--- src/rtl/hpt_walker.sv ---
module hpt_walker #(
  parameter int GROUP_SLOTS = 8
) (
  input  logic         clk,
  input  logic         rst_n,
  input  logic         start,
  input  logic [19:0]  vpage,
  input  logic         is_write,
  input  logic         is_fetch,
  input  logic         is_user,
  input  logic [511:0] seg_regs,
  input  logic [31:0]  tbl_base,
  output logic         mem_req,
  output logic         mem_we,
  output logic [31:0]  mem_addr,
  output logic [31:0]  mem_wdata,
  input  logic [31:0]  mem_rdata,
  output logic         busy,
  output logic         done,
  output logic [2:0]   result,
  output logic [19:0]  rpn,
  output logic         perm_rd,
  output logic         perm_wr
);
  localparam int SLOT_W = $clog2(GROUP_SLOTS);
  localparam logic [2:0] RES_OK = 3'd0, RES_NF = 3'd1, RES_PROT = 3'd2,
                         RES_NX = 3'd3, RES_DS = 3'd4;

  typedef enum logic [2:0] {S_IDLE, S_RD0, S_RD1, S_EVAL, S_PEND, S_WB, S_NEXT} st_t;
  st_t st;

  logic [23:0]       vsid_q;
  logic [15:0]       pidx_q;
  logic              wr_q, fe_q, key_q, pass_q, found_q, pr_q, pw_q;
  logic [SLOT_W-1:0] idx_q, good_q;
  logic [31:0]       w0_q, keep_q;
  logic [2:0]        pres_q, p0_q;

  wire [31:0] seg_sel = seg_regs[{vpage[19:16], 5'b0} +: 32];
  wire unused_bits = ^{tbl_base[15:9], seg_sel[27:24]};

  wire [18:0] hx    = vsid_q[18:0] ^ {3'b0, pidx_q};
  wire [31:0] h0    = {7'b0, hx, 6'b0};
  wire [31:0] hsel  = pass_q ? (~h0 & 32'h01FFFFC0) : h0;
  wire [31:0] pmask = {7'b0, tbl_base[8:0], 16'hFFC0};
  wire [31:0] grp   = {tbl_base[31:16], 16'h0} | (hsel & pmask);
  wire [31:0] slot_a = grp + {{(29-SLOT_W){1'b0}}, idx_q, 3'b000};
  wire [31:0] good_a = grp + {{(29-SLOT_W){1'b0}}, good_q, 3'b000};
  wire [31:0] ptem  = {1'b0, vsid_q, 7'b0} | {26'b0, pidx_q[15:10]};

  wire       hit   = w0_q[31] && (w0_q[6] == pass_q) && ((w0_q & 32'h7FFFFFBF) == ptem);
  wire [1:0] pp    = mem_rdata[1:0];
  wire       rd_ok = !key_q || (pp != 2'd0);
  wire       wr_ok = key_q ? (pp == 2'd2) : (pp != 2'd3);
  wire       grant = wr_q ? wr_ok : rd_ok;
  wire       clash = ((keep_q ^ mem_rdata) & 32'hFFFFF07B) != 32'h0;
  wire       set_c = wr_q && (pres_q == RES_OK) && !keep_q[7];
  wire [31:0] new_keep = keep_q | 32'h100 | (set_c ? 32'h80 : 32'h0);
  wire [2:0] fin   = (pass_q && pres_q == RES_NF) ? p0_q : pres_q;
  wire       last  = idx_q == SLOT_W'(GROUP_SLOTS - 1);

  assign busy      = st != S_IDLE;
  assign mem_req   = st == S_RD0 || st == S_RD1 || st == S_WB;
  assign mem_we    = st == S_WB;
  assign mem_addr  = st == S_RD1 ? slot_a + 32'd4 : st == S_WB ? good_a + 32'd4 : slot_a;
  assign mem_wdata = keep_q;

  always_ff @(posedge clk or negedge rst_n) begin
    if (!rst_n) begin
      st <= S_IDLE; vsid_q <= '0; pidx_q <= '0; wr_q <= 1'b0; fe_q <= 1'b0;
      key_q <= 1'b0; pass_q <= 1'b0; found_q <= 1'b0; pr_q <= 1'b0; pw_q <= 1'b0;
      idx_q <= '0; good_q <= '0; w0_q <= '0; keep_q <= '0; pres_q <= RES_NF;
      p0_q <= RES_NF; done <= 1'b0; result <= RES_OK; rpn <= '0;
      perm_rd <= 1'b0; perm_wr <= 1'b0;
    end else begin
      done <= 1'b0;
      case (st)
        S_IDLE: if (start) begin
          vsid_q <= seg_sel[23:0];
          pidx_q <= vpage[15:0];
          wr_q   <= is_write && !is_fetch;
          fe_q   <= is_fetch;
          key_q  <= (seg_sel[30] && !is_user) || (seg_sel[29] && is_user);
          pass_q <= 1'b0; idx_q <= '0; found_q <= 1'b0; pres_q <= RES_NF;
          if (seg_sel[31] || (is_fetch && seg_sel[28])) begin
            result <= seg_sel[31] ? RES_DS : RES_NX;
            rpn <= '0; perm_rd <= 1'b0; perm_wr <= 1'b0; done <= 1'b1;
          end else begin
            st <= S_RD0;
          end
        end
        S_RD0: st <= S_RD1;
        S_RD1: begin
          w0_q <= mem_rdata;
          st   <= S_EVAL;
        end
        S_EVAL: begin
          if (hit && found_q && clash) begin
            found_q <= 1'b0;
            pres_q  <= RES_NF;
            st      <= S_PEND;
          end else begin
            if (hit && !found_q) begin
              found_q <= 1'b1; good_q <= idx_q; keep_q <= mem_rdata;
              pres_q  <= grant ? RES_OK : RES_PROT;
              pr_q <= rd_ok; pw_q <= wr_ok;
            end
            if (last) st <= S_PEND;
            else begin
              idx_q <= idx_q + 1'b1;
              st    <= S_RD0;
            end
          end
        end
        S_PEND: begin
          if (found_q) begin
            keep_q <= new_keep;
            if (!keep_q[7] && !set_c) pw_q <= 1'b0;
            st <= (new_keep != keep_q) ? S_WB : S_NEXT;
          end else begin
            pres_q <= RES_NF;
            st     <= S_NEXT;
          end
        end
        S_WB: st <= S_NEXT;
        S_NEXT: begin
          if (!pass_q && pres_q != RES_OK) begin
            p0_q <= pres_q; pass_q <= 1'b1; idx_q <= '0;
            found_q <= 1'b0; pres_q <= RES_NF; st <= S_RD0;
          end else begin
            result  <= fin;
            rpn     <= (fin == RES_OK) ? keep_q[31:12] : 20'h0;
            perm_rd <= (fin == RES_OK) && pr_q;
            perm_wr <= (fin == RES_OK) && pw_q;
            done    <= 1'b1;
            st      <= S_IDLE;
          end
        end
        default: st <= S_IDLE;
      endcase
    end
  end


  done_idle_chk: assert property (@(posedge clk) disable iff (!rst_n) done |-> !busy);

  busy_end_chk: assert property (@(posedge clk) disable iff (!rst_n) $fell(busy) |-> done);

  mem_busy_chk: assert property (@(posedge clk) disable iff (!rst_n) mem_req |-> busy);

  wb_ref_chk: assert property (@(posedge clk) disable iff (!rst_n) mem_we |-> mem_wdata[8]);

  ok_read_chk: assert property (@(posedge clk) disable iff (!rst_n)
    (done && result == RES_OK) |-> perm_rd);

  nx_fetch_chk: assert property (@(posedge clk) disable iff (!rst_n)
    (done && result == RES_NX) |-> fe_q);
endmodule

--- config.mk ---
export PLATFORM = sky130hd
export DESIGN_NAME = hpt_walker
export DESIGN_NICKNAME = d
export VERILOG_FILES = /design/src/rtl/hpt_walker.sv
export SDC_FILE = /design/constraint.sdc
export NUM_CORES = 1
export LEC_CHECK = 0
export CELL_PAD_IN_SITES_DETAIL_PLACEMENT = 1
export CELL_PAD_IN_SITES_GLOBAL_PLACEMENT = 1
export CORE_AREA = 2 2 272 274
export CTS_BUF_LIST = sky130_fd_sc_hd__clkbuf_4
export DETAILED_ROUTE_END_ITERATION = 10
export DIE_AREA = 0 0 274 276
export PLACE_DENSITY_LB_ADDON = 0.1
export SETUP_SLACK_MARGIN = 0.05
export SYNTH_ARGS = -nofsm -noshare
export SYNTH_HDL_FRONTEND = slang
export SYNTH_SLANG_ARGS = --single-unit
--- constraint.sdc ---
create_clock -name clk -period 2.8 [get_ports clk]
set_input_delay 0.56 -clock clk [delete_from_list [all_inputs] [get_ports clk]]
set_output_delay 0.56 -clock clk [all_outputs]
set_load 0.03 [all_outputs]
==> summary.md <==
| Metric | Value |
|---|---|
| Sinks on Clock Net | `149` |
| Top_reg_cell synth | `dfrtp_1` |
| RePlAce Congestion | `0.7965` |
| Maximum clock insertion buffer count | `2` |
| Setup CP Type | `register to register` |
| Wire length per cell | `27.67 µm` |
| Crit-path max FO | `13` |
| Most frequent cells in the layout | `clkdlybuf4s50_1 (576), dfrtp_1 (144), mux4_2 (137), nand2_1 (134), mux2_2 (68)` |
| FF-to-FF End | `good_q[2]` |
| Slowest cell delay on critical path | `0.52 ns` |
| RSZ-0062 raised after global routing | `no` |
| Clock period minus worst slack | `2.700 ns` |
| Crit. End Element | `register` |
| CTS tree | `done` |
| Area grow syn2layout | `75.55%` |
| Post-Syn Area | `0.01052 mm²` |
| Vias in the first global route | `11,160` |
| Dpl hpwl | `58,540 µm` |
| Synth Warn # | `0` |
| Max-Cap Viols | `0` |
| Finish-stage setup viols | `0` |
| Required time of the critical path | `3.31 ns` |
| Initial DRC Count | `379` |
| Synth area leader | `dfrtp_1` |
| R2R Setup Slk | `0.10 ns` |
| Final hold violation count | `0` |
| Peak supply drop | `226.6 µV` |
| Max Used Layer | `met5` |
| Post-synthesis cell type count | `57` |
| Register area | `0.003735 mm²` |
| Worst path slowest cell | `xnor2_1` |
| Critical path origin | `vsid_q[1]` |
| Synth Instances | `821` |
| CP endpoint | `good_q[2]` |
| Fin nets | `2,048` |
| Layout Skew | `0.03771 ns` |
| Pwr Density | `576.9 mW/mm²` |
| Die H | `276 µm` |
| Initial core utilization | `14.49%` |
| Worst-Margin Slew | `0.6211 ns` |
| Slew HR | `58.60%` |
| Placed Area | `0.01807 mm²` |
| EDFF count, synth | `0` |
| Dpl ws | `-0.1247 ns` |
| Clock Latency Late Sink | `0.62 ns` |
| First-pass GRT wire length | `92,540 µm` |
| Routed WL | `67,240 µm` |
| Ys async rst share | `100.0%` |
| Register area share after synthesis | `35.47%` |
| IO buf count | `607` |
| Final worst-path cycle share | `96.42%` |
| CTS root buf | `clkbuf_4` |
| FF-to-FF Start | `vsid_q[1]` |
| Non-filler cells, final | `2,430` |
| Detailed-routed wire length on met2 | `33,220 µm` |
| Num rows | `99` |
| Synthesized area per cell | `12.81 µm²` |
| Total iterations of the first detailed-routing run | `6` |
| Width of the die | `274 µm` |
| Dpl cells | `2,380` |
| H-tree depth | `4` |
| Area of the multi-input gates | `0.006395 mm²` |
| Grt ovf | `0` |
| I/O pin cnt | `695` |
| Post-route cell area | `0.01846 mm²` |
| Pin count of the biggest net entering global routing | `58` |
| Fin. max-slew vios | `0` |
| Worst-path clk slew | `0.16 ns` |
| Dominant cells by area after synthesis | `dfrtp_1 (35%), mux4_2 (29%), mux2_2 (7.3%), xnor2_1 (5.2%), nand2_1 (4.9%)` |
| Core Box Area | `0.07259 mm²` |
| Final Util | `25.44%` |
| Total global-route track usage | `17.66%` |
| Met3 WL | `7725 µm` |
| Post-route setup slack | `0.1003 ns` |
| Peak Freq | `0.3704 GHz` |
| Cells along the critical path | `xnor2_1, nand4_1, nor4_1, and4_2, buf_4, mux2_2` |
| Layout fillers | `8,125` |
| DR vias | `9,871` |
| Synth top area share | `34.98%` |
| CP arrival | `3.21 ns` |
| R2R cell count | `6` |
| Clock buffer count from CTS | `17` |
| Setup crit start kind | `register` |
| DRT antenna net count | `0` |
| Cells on Worst Hold Path | `3` |
| Antenna violations before repair | `41` |
| Drc violations | `0` |
| M1 wire length | `25,380 µm` |
| Leak Pwr | `7.209 nW` |
| Die footprint | `0.07562 mm²` |
| Commonest non-fill, non-tap cell in the layout | `clkdlybuf4s50_1` |
| Synthesized flop and latch total | `149` |
| Worst hold path type | `input port to register` |
| Vias per inst | `4.062` |
| Layout cells sized above 1 | `24.91%` |
| Status | `completed` |
==> worst min-delay path by stage <==
stage / start / to / slack (ns)
2_1_floorplan: rst_n / done / 0.26
3_3_place_gp: pr_q / perm_rd / 0.48
3_5_place_dp: pr_q / perm_rd / 0.48
4_1_cts: vpage[15] / pidx_q[15] / 0.36
5_1_grt: vpage[13] / pidx_q[13] / 0.39
6_report: vpage[13] / pidx_q[13] / 0.46
==> power by group <==
group	internal [mW]	switching (mW)	total, mW
Sequential	2.75	0.728	3.48
Clock	0.651	0.923	1.57
Combinational	2.82	2.79	5.60
Total	6.22	4.44	10.7
==> repair_timing <==
item / 4_1_cts / 5_1_grt
setup buffers: 3 / 0
hold buffers: 1 / 0
endpoints found under the hold margin: 52 / 0
gates resized for setup: 37 / 6
endpoints found under the setup margin: 20 / 4
==> synth_stat cells (all sizes together), types with 2 or more instances <==
cell     number
or3           2
mux4        137
mux2i         4
clkbuf       26
ha            2
a21oi         8
nand2b        2
and2          3
a32o         24
o21ai        11
dfrtp       147
inv           9
nand2       136
nand4        18
xor2         29
nor2b         6
nor2         12
and4          2
a311o         2
a21o         10
nor4         10
nor3          5
nor3b         4
xnor2        63
mux2         70
dfstp         2
buf          46
a211oi        3
nand3         5
a2111oi       2
nand3b        3
or2           3
a31oi         2
a31o          2
==> cells by family after synthesis <==
logic type / synth area share, %
adder cells (fa/ha/maj): 0.2379
flip-flops: 35.47
AO/OA/AOI/OAI: 5.960
multiplexers: 37.21
AND/OR/NAND/NOR: 9.172
buffers and inverters: 4.247
XOR/XNOR: 7.661
other: 0.03565
==> metrics by stage <==
step | hold slack (ns) | total power [mW] | setup TNS (ns)
after floorplan | 0.2644 | 6.338 | 0
after global placement | 0.4834 | 9.329 | -0.2779
after detailed placement | 0.4844 | 9.344 | -0.8035
after CTS | 0.3581 | 10.94 | 0
after global routing | 0.3938 | 11.39 | 0
final | 0.4553 | 10.65 | 0
==> worst max-delay path: cells and delay by family, from the launching register on <==
kind / cells / cell delay [ns]
buffers and inverters: 1 / 0.25
multiplexers: 1 / 0.36
AND/OR/NAND/NOR: 3 / 0.99
XOR/XNOR: 1 / 0.52
flip-flops: 1 / 0.48
==> registers in the layout (all words and copies together) (netlist names), 3 cells and up <==
signal,count
mem_wdata,32
w0_q,32
vsid_q,24
rpn,20
pidx_q,16
good_q,3
idx_q,3
result,3
st,3
==> layout make-up <==
type,count,area share [%]
timing repair buffer,675,36.57
clock inverter,13,0.9216
clock buffer,19,0.7725
inverter,9,0.1830
tap,959,6.499
multi-input combinational,592,34.63
antenna,14,0.1897
sequential,149,20.23
==> routing by layer <==
layer	GRT usage [%]	vias up
li1	-	4403
met4	2.592	24
met3	7.652	61
met1	20.59	5015
met2	30.40	368
met5	0	-
(Power assumes the default switching activity.)
